### src/rtl/rsd_pkg.sv
package rsd_pkg;
  typedef enum logic [1:0] {
    ST_IDLE = 2'd0,
    ST_RUN  = 2'd1,
    ST_FIX  = 2'd2,
    ST_DONE = 2'd3
  } rsd_state_e;
endpackage

### src/rtl/rsd_norm.sv
module rsd_norm #(
  parameter int W  = 8,
  parameter int SW = 3
) (
  input  logic [W-1:0]   dsr_i,
  input  logic [2*W-1:0] dnd_i,
  output logic [W-1:0]   dsr_o,
  output logic [2*W-1:0] dnd_o,
  output logic [SW-1:0]  lz_o
);
  logic [SW-1:0] lz;
  logic          hit;

  // leading zero count; a zero divisor is trapped upstream
  always_comb begin
    lz  = '0;
    hit = 1'b0;
    for (int i = W - 1; i >= 0; i--) begin
      if (!hit) begin
        if (dsr_i[i]) hit = 1'b1;
        else          lz  = lz + SW'(1);
      end
    end
  end

  assign dsr_o = dsr_i << lz;
  assign dnd_o = dnd_i << lz;
  assign lz_o  = lz;
endmodule

### src/rtl/rsd_run_det.sv
module rsd_run_det #(
  parameter int W  = 8,
  parameter int CW = 4,
  parameter int SW = 3
) (
  input  logic [W:0]    par_i,
  input  logic [CW-1:0] left_i,
  output logic [SW-1:0] skip_o
);
  int   run;
  int   sk;
  logic same;

  // s skips are legal when par[W:W-1-s] all match the sign
  always_comb begin
    run  = 0;
    same = 1'b1;
    for (int i = W - 1; i >= 0; i--) begin
      if (same && (par_i[i] == par_i[W])) run = run + 1;
      else                                same = 1'b0;
    end
    sk = (run > 0) ? run - 1 : 0;
    if (sk > int'(left_i)) sk = int'(left_i);
    skip_o = SW'(sk);
  end
endmodule

### src/rtl/rsd_step.sv
module rsd_step #(
  parameter int W  = 8,
  parameter int SW = 3
) (
  input  logic [W:0]    par_i,
  input  logic [W-1:0]  quo_i,
  input  logic [W-1:0]  dsr_i,
  input  logic [SW-1:0] skip_i,
  output logic [W:0]    par_o,
  output logic [W-1:0]  quo_o
);
  logic [2*W:0]  cat_sh;
  logic [W-1:0]  fill;
  logic [W+1:0]  dbl;
  logic [W+1:0]  sum;

  always_comb begin
    cat_sh = {par_i, quo_i} << skip_i;
    fill   = {W{par_i[W]}} & ((W'(1) << skip_i) - W'(1));
    dbl    = {par_i[W], par_i, quo_i[W-1]};
    sum    = par_i[W] ? dbl + {2'b00, dsr_i} : dbl - {2'b00, dsr_i};
    if (skip_i != '0) begin
      par_o = cat_sh[2*W:W];
      quo_o = cat_sh[W-1:0] | fill;
    end else begin
      par_o = sum[W:0];
      quo_o = {quo_i[W-2:0], ~sum[W]};
    end
  end
endmodule

### src/rtl/runskip_div.sv
module runskip_div
  import rsd_pkg::*;
#(
  parameter int W = 8
) (
  input  logic           clk_i,
  input  logic           rst_ni,
  input  logic           start_i,
  input  logic [W-1:0]   divisor_i,
  input  logic [2*W-1:0] dividend_i,
  output logic           busy_o,
  output logic           done_o,
  output logic [W-1:0]   quot_o,
  output logic [W-1:0]   rem_o,
  output logic           div_zero_o
);
  localparam int CW = $clog2(W + 1);
  localparam int SW = $clog2(W);

  rsd_state_e    state_q;
  logic [W:0]    par_q;
  logic [W-1:0]  quo_q;
  logic [W-1:0]  dsr_q;
  logic [SW-1:0] shf_q;
  logic [CW-1:0] cnt_q;
  logic [W-1:0]  res_quo_q;
  logic [W-1:0]  res_rem_q;
  logic          dz_q;

  logic [W-1:0]   n_dsr;
  logic [2*W-1:0] n_dnd;
  logic [SW-1:0]  n_lz;
  logic [SW-1:0]  skip;
  logic [CW-1:0]  left;
  logic [CW-1:0]  step_n;
  logic [CW-1:0]  cnt_nx;
  logic [W:0]     par_nx;
  logic [W-1:0]   quo_nx;
  logic [W:0]     par_fix;

  rsd_norm #(.W(W), .SW(SW)) u_norm (
    .dsr_i (divisor_i),
    .dnd_i (dividend_i),
    .dsr_o (n_dsr),
    .dnd_o (n_dnd),
    .lz_o  (n_lz)
  );

  rsd_run_det #(.W(W), .CW(CW), .SW(SW)) u_run (
    .par_i  (par_q),
    .left_i (left),
    .skip_o (skip)
  );

  rsd_step #(.W(W), .SW(SW)) u_step (
    .par_i  (par_q),
    .quo_i  (quo_q),
    .dsr_i  (dsr_q),
    .skip_i (skip),
    .par_o  (par_nx),
    .quo_o  (quo_nx)
  );

  assign left    = CW'(W) - cnt_q;
  assign step_n  = (skip == '0) ? CW'(1) : CW'(skip);
  assign cnt_nx  = cnt_q + step_n;
  assign par_fix = par_q[W] ? par_q + {1'b0, dsr_q} : par_q;

  always_ff @(posedge clk_i or negedge rst_ni) begin
    if (!rst_ni) begin
      state_q   <= ST_IDLE;
      par_q     <= '0;
      quo_q     <= '0;
      dsr_q     <= '0;
      shf_q     <= '0;
      cnt_q     <= '0;
      res_quo_q <= '0;
      res_rem_q <= '0;
      dz_q      <= 1'b0;
    end else begin
      unique case (state_q)
        ST_IDLE: begin
          if (start_i) begin
            if (divisor_i == '0) begin
              dz_q      <= 1'b1;
              res_quo_q <= '0;
              res_rem_q <= '0;
              state_q   <= ST_DONE;
            end else begin
              dz_q    <= 1'b0;
              dsr_q   <= n_dsr;
              par_q   <= {1'b0, n_dnd[2*W-1:W]};
              quo_q   <= n_dnd[W-1:0];
              shf_q   <= n_lz;
              cnt_q   <= '0;
              state_q <= ST_RUN;
            end
          end
        end
        ST_RUN: begin
          par_q <= par_nx;
          quo_q <= quo_nx;
          cnt_q <= cnt_nx;
          if (cnt_nx == CW'(W)) state_q <= ST_FIX;
        end
        ST_FIX: begin
          res_quo_q <= quo_q;
          res_rem_q <= par_fix[W-1:0] >> shf_q;
          state_q   <= ST_DONE;
        end
        default: state_q <= ST_IDLE;
      endcase
    end
  end

  assign busy_o     = (state_q != ST_IDLE);
  assign done_o     = (state_q == ST_DONE);
  assign quot_o     = res_quo_q;
  assign rem_o      = res_rem_q;
  assign div_zero_o = dz_q;
endmodule

### config.mk
export PLATFORM = sky130hd
export DESIGN_NAME = runskip_div
export DESIGN_NICKNAME = d
export VERILOG_FILES = /design/src/rtl/rsd_pkg.sv /design/src/rtl/rsd_norm.sv /design/src/rtl/rsd_run_det.sv /design/src/rtl/rsd_step.sv /design/src/rtl/runskip_div.sv
export SDC_FILE = /design/constraint.sdc
export NUM_CORES = 1
export LEC_CHECK = 0
export CAP_MARGIN = 20
export CORE_AREA = 2 2 150 122
export DETAILED_ROUTE_END_ITERATION = 6
export DIE_AREA = 0 0 152 124
export GPL_TIMING_DRIVEN = 1
export PLACE_DENSITY = 0.54
export SLEW_MARGIN = 15
export SYNTH_ARGS = -nofsm -noshare
export SYNTH_HDL_FRONTEND = slang
export SYNTH_HIERARCHICAL = 1
export SYNTH_SLANG_ARGS = --single-unit
### constraint.sdc
create_clock -name clk_i -period 17 [get_ports clk_i]
set_clock_uncertainty 0.1 [all_clocks]
set_input_delay 3.4 -clock clk_i [delete_from_list [all_inputs] [get_ports clk_i]]
set_output_delay 3.4 -clock clk_i [all_outputs]
set_load 0.02 [all_outputs]
; After elaboration in Yosys (flattened, before gate mapping)
; Index checks and enable logic that the tools add are counted.
[totals]
rom_bits = 0
wordCells = 144
n_memories = 0
latch_bits = 0
ram_bits = 0
reg_bits = 51
[classes]
n_div = 0
n_reduce_logical = 19
n_mux = 68
n_eq_ne = 16
bitwise = 4
add_sub_neg = 21
n_lt_le_gt_ge = 2
shifts = 5
n_mul = 0
[ops]
columns = cell, n
row1 = 2-to-1 mux 32 bit, 8
row2 = "adder 32 x 2 -> 32 bit, second input constant", 7
row3 = 2-to-1 mux 3 bit, 16
row4 = 2-to-1 mux 8 bit, 6
row5 = one-hot mux 8 bit (2 select lines), 3
row6 = 2-to-1 mux 9 bit, 4
row7 = "> comparator 32 x 1 -> 1 bit, second input constant", 1
row8 = > comparator 32 x 5 -> 1 bit, 1
row9 = "subtractor 32 x 2 -> 32 bit, second input constant", 1
row10 = 2-to-1 mux 1 bit, 23
row11 = "adder 3 x 1 -> 3 bit, second input constant", 6
row12 = one-hot mux 9 bit (2 select lines), 1
row13 = << shifter 17 x 3 -> 17 bit, 1
row14 = << shifter 16 x 3 -> 16 bit, 1
row15 = adder 9 x 8 -> 9 bit, 1
row16 = AND reduction 3 bit, 3
row17 = subtractor 9 x 8 -> 9 bit, 1
row18 = adder 8 bit, 1
row19 = bitwise AND 8 bit, 1
row20 = equality test 1 bit, 8
row21 = zero test 8 bit, 1
row22 = 2-to-1 mux 4 bit, 2
row23 = "!= test 2 bit, second input constant", 4
row24 = bitwise OR 8 bit, 1
row25 = 20 further kinds, 33

; Depth between registers and ports, before layout
[depth]
depth_word = 26
mapped_depth = 51
mapped_depth_nobuf = 48

; By module
; The synthesis kept the hierarchy.
[modules_own_cells]
columns = module, n_inst, cells_each, area_per_inst_um2
row1 = runskip_div, 1, 328, 3120.5
row2 = rsd_step, 1, 192, 1328.8
row3 = rsd_norm, 1, 150, 1317.5
row4 = rsd_run_det, 1, 162, 1069.8

; Least setup slack after synthesis
; No wires, ideal clock.
[synth_path]
path_kind = reg2reg
startpoint = register par_q[8]
endpoint = register state_q[1]
path_slack_ns = 8.021
arrival_ns = 8.754
synth_period_minus_slack_ns = 8.979
stages_incl_launch_ff = 46
t_required_ns = 16.775
cell_sequence = dfrtp_1 > buf_2 > or3_1 > nand2_1 > ha_1 > nor4_1 > a211oi_2 > ha_1 > nand2_1 > nor3_1 > a31oi_1 > a21bo_2 > ha_1 > nor2_1 > nor2_1 > ha_1 > mux2i_1 > a21oi_1 > [10 not listed] > nor2_1 > ha_1 > nor2b_1 > o21ai_0 > nand2b_1 > a21oi_1 > a41o_1 > nand2b_1 > or4_1 > o311ai_1 > o21bai_1 > ha_1 > fa_1 > xor2_1 > nor3_1 > nand2_1 > a2bb2oi_1 > mux2_2
[synth_between]
elab_chain_len = 26
[synth_lines]
columns = item, line
row1 = "start, declared", runskip_div.sv:21  ; logic [W:0] par_q;
row2 = "start signal, assigned", runskip_div.sv:92  ; par_q <= {1'b0, n_dnd[2*W-1:W]};
row3 = "start signal, assigned", runskip_div.sv:101  ; par_q <= par_nx;
row4 = equality test 1 bit, rsd_run_det.sv:19  ; if (same && (par_i[i] == par_i[W])) run = run + 1;
row5 = 2-to-1 mux 1 bit, rsd_run_det.sv:19
row6 = adder 32 x 2 -> 32 bit or logical AND 1 bit (tied branches), rsd_run_det.sv:19
row7 = 2-to-1 mux 32 bit or 2-to-1 mux 1 bit (tied branches), rsd_run_det.sv:19
row8 = adder 32 x 2 -> 32 bit or logical AND 1 bit (tied branches), rsd_run_det.sv:19
row9 = 2-to-1 mux 32 bit or 2-to-1 mux 1 bit (tied branches), rsd_run_det.sv:19
row10 = adder 32 x 2 -> 32 bit or logical AND 1 bit (tied branches), rsd_run_det.sv:19
row11 = 2-to-1 mux 32 bit or 2-to-1 mux 1 bit (tied branches), rsd_run_det.sv:19
row12 = [11 not listed], n/a
row13 = 2-to-1 mux 3 bit (*), rsd_run_det.sv:23  ; if (sk > int'(left_i)) sk = int'(left_i);
row14 = via skip[1], runskip_div.sv:33  ; logic [SW-1:0] skip;
row15 = zero test 3 bit, runskip_div.sv:65  ; assign step_n = (skip == '0) ? CW'(1) : CW'(skip);
row16 = 2-to-1 mux 3 bit (*), runskip_div.sv:65
row17 = adder 4 x 3 -> 4 bit (*), runskip_div.sv:66  ; assign cnt_nx = cnt_q + step_n;
row18 = equality test 4 bit (*), runskip_div.sv:104  ; if (cnt_nx == CW'(W)) state_q <= ST_FIX;
row19 = != test 2 bit (no source line) (*), n/a
row20 = AND reduction 2 bit (no source line) (*), n/a
row21 = "end signal, assigned", runskip_div.sv:71  ; state_q <= ST_IDLE;
row22 = "end signal, assigned", runskip_div.sv:104
row23 = "end signal, assigned", runskip_div.sv:109  ; state_q <= ST_DONE;
row24 = "end, declared", runskip_div.sv:20  ; rsd_state_e state_q;
; The timed path passes the listed nets; every way through them passes the cells marked *.
; A chain may end at the register's enable or synchronous reset.

; Worst setup path after layout
; Same ends and word-level chain as after synthesis.

==> impl_metrics.toml <==
[yosys]
syn-num-nets = 907
ys_warn_count = 6
synthFlopType = "dfrtp_1"
synth_area_mm2 = 0.006837
synth_cells = 832
ys_async_sr_fraction_pct = 100.0
avgSynthCellArea_um2 = 8.217
ys_ff_latch = 51
synth_edf_count = 0
ys_seq_area_share_pct = 18.67
synth_cell_types = 101

[global_routing]
grt_pass1_vias = 5837
antenna_found_initial = 0
grt_pass1_wl_mm = 30.53
grt_max_degree = 52
overflow = 0
grt_usage_pct = 19.61

[clocking]
cts_inserted_buffers = 5
clock_path_buffers = 2
holdBufCountCts = 0
cts_setup_buffers = 0
clockRootBuffer = "clkbuf_16"
cts_resized = 0
cts_tree = "yes"
clock_sinks = 51
clk_pin_slew_worst_paths_ns = 0.08
clk_latency_ns = 0.30
cts_htree_levels = 2

[floorplanning]
coreArea_mm2 = 0.01727
die_y_um = 124
die_area_mm2 = 0.01885
ioPinCount = 46
dieWidth_um = 152
start_util_pct = 39.59
rows = 43

[sta]
drv_slew = 0
grt_setup_unrepaired = "false"
finalSetupTns_ns = 0
tightest_slew_ns = 1.060
hold_violations = 0
finalCriticalPeriod_ns = 10.48
fmaxAchievable_mhz = 95.45
min_period_over_period_pct = 61.63
setup_violations = 0
relSlewSlack_pct = 29.09

[critical_path]
endpoint_kind = "flip-flop"
startpoint_type = "flip-flop"
arrival_ns = 10.57
slowest_stage = "dfrtp_1"
path_max_fanout = 35
criticalPathCategory = "reg2reg"
worst_path_most_repeated_cell = "ha_1"
critPathRequiredTime_ns = 17.09
cp_slowest_stage_delay_ns = 0.63

[layout]
area_growth_pct = 10.65
finalNonFillerCells = 1075
antennaDiodeCount = 0
nets = 924
drive_gt1_share_pct = 12.35
final_area_mm2 = 0.007565

[place]
hpwl_mm = 13.84
gp_congestion = 0.8324
io_buffers = 45
placed_area_mm2 = 0.007412
place_inst = 1067

[worst_hold_path]
min_path_type = "reg2reg"

[drt]
wl_mm = 18.22
drt.antenna.violating_nets = 0
wire_per_inst_um = 16.95
drt_iter0_markers = 373
met3_length_um = 717
drt-met1-wl_mm = 9.649
dr_wl_met2_mm = 7.724
drc = 0
drt-pass1-iter-count = 5
routed.top_layer = "met4"
route.vias.total = 6114
vias_per_cell = 5.687

[run_status]
outcome = "finished, final reports clean"

[run]
drv_cap = 0
[Yosys cell counts (12+ instances only)]
library cell	count	area (um^2)
xor2_1	12	105.1
xnor2_1	15	131.4
a21oi_1	40	200.2
ha_1	45	563.0
nor3_1	25	125.1
dfrtp_1	51	1276
nor2b_1	12	75.07
nor2_1	47	176.4
nand3_1	12	60.06
clkbuf_1	21	78.83
o21ai_0	65	325.3
mux2i_1	77	770.7
inv_1	40	150.1
mux2_2	32	360.4
nand2_1	106	397.9
[critical path, delay by kind of cell (launching register included)]
kind / cells / cell delay, ns
fa+ha+maj: 9 / 2.63
xor+xnor: 1 / 0.19
buf+inv: 3 / 0.80
simple gates: 15 / 2.30
mux: 3 / 0.84
flops: 1 / 0.63
compound gates: 15 / 2.86
[sequential cells by signal, summed over array words and instances (netlist names)]
name        cells
quo_q           8
state_q         2
shf_q           3
par_q           9
cnt_q           4
rem_o           8
quot_o          8
dsr_q           8
div_zero_o      1
[worst paths after layout]
check                                   to     start  slack, ns  depth (start not counted)
max in group asynchronous         cnt_q[0]    rst_ni      13.21                          2
worst min-delay path              rem_o[6]  rem_o[6]       0.39                          2
worst min register to register    rem_o[6]  rem_o[6]       0.39                          2
worst max-delay path            state_q[1]  par_q[8]       6.52                         46
worst max register to register  state_q[1]  par_q[8]       6.52                         46
min in group asynchronous         shf_q[0]    rst_ni       3.11                          2
[per-stage QoR]
stage	hold slack, ns	util (%)	setup WS [ns]
2_1_floorplan	0.3987	-	8.021
3_3_place_gp	0.3712	42.92	6.821
3_5_place_dp	0.3732	42.92	6.596
4_1_cts	0.3938	43.80	6.572
5_1_grt	0.4166	43.80	5.769
6_report	0.3911	43.80	6.524
[layout by cell type, fill, tap and decap left out, types with 15 or more instances in the layout]
| cell | n |
|---|---|
| inv_1 | 40 |
| mux2_2 | 32 |
| dfrtp_1 | 51 |
| ha_1 | 45 |
| o21ai_0 | 65 |
| clkdlybuf4s50_1 | 44 |
| xnor2_1 | 15 |
| a21oi_1 | 39 |
| mux2i_1 | 77 |
| nor2_1 | 47 |
| nor3_1 | 25 |
| nand2_1 | 106 |
[layout make-up]
type | count | area, um^2
clock buffer | 5 | 125.1
fill | 1724 | 9706
tap | 225 | 281.5
inverter | 46 | 172.7
multi-input combinational | 691 | 5169
sequential | 51 | 1276
timing repair buffer | 54 | 513.0
clock inverter | 3 | 27.53
[layer usage]
| layer | vias to the layer above | global-route usage [%] |
|---|---|---|
| met5 | - | 0 |
| met4 | 0 | 2.629 |
| met3 | 11 | 2.401 |
| met2 | 122 | 30.15 |
| met1 | 2911 | 29.97 |
| li1 | 3070 | - |
[logic make-up (layout without fill, tap and decap cells)]
| group | Yosys count | count (layout) | share of synthesized area, % |
|---|---|---|---|
| other cells | 1 | 1 | 0.05485 |
| simple gates | 277 | 277 | 20.53 |
| xor+xnor | 29 | 29 | 4.154 |
| compound gates | 219 | 219 | 22.40 |
| mux | 117 | 117 | 18.41 |
| flops | 51 | 51 | 18.67 |
| fa+ha+maj | 48 | 48 | 9.114 |
| buf+inv | 90 | 108 | 6.662 |
Power is not shown: default switching activity piles up to over one toggle a cycle in this logic, so the estimate is an artifact.
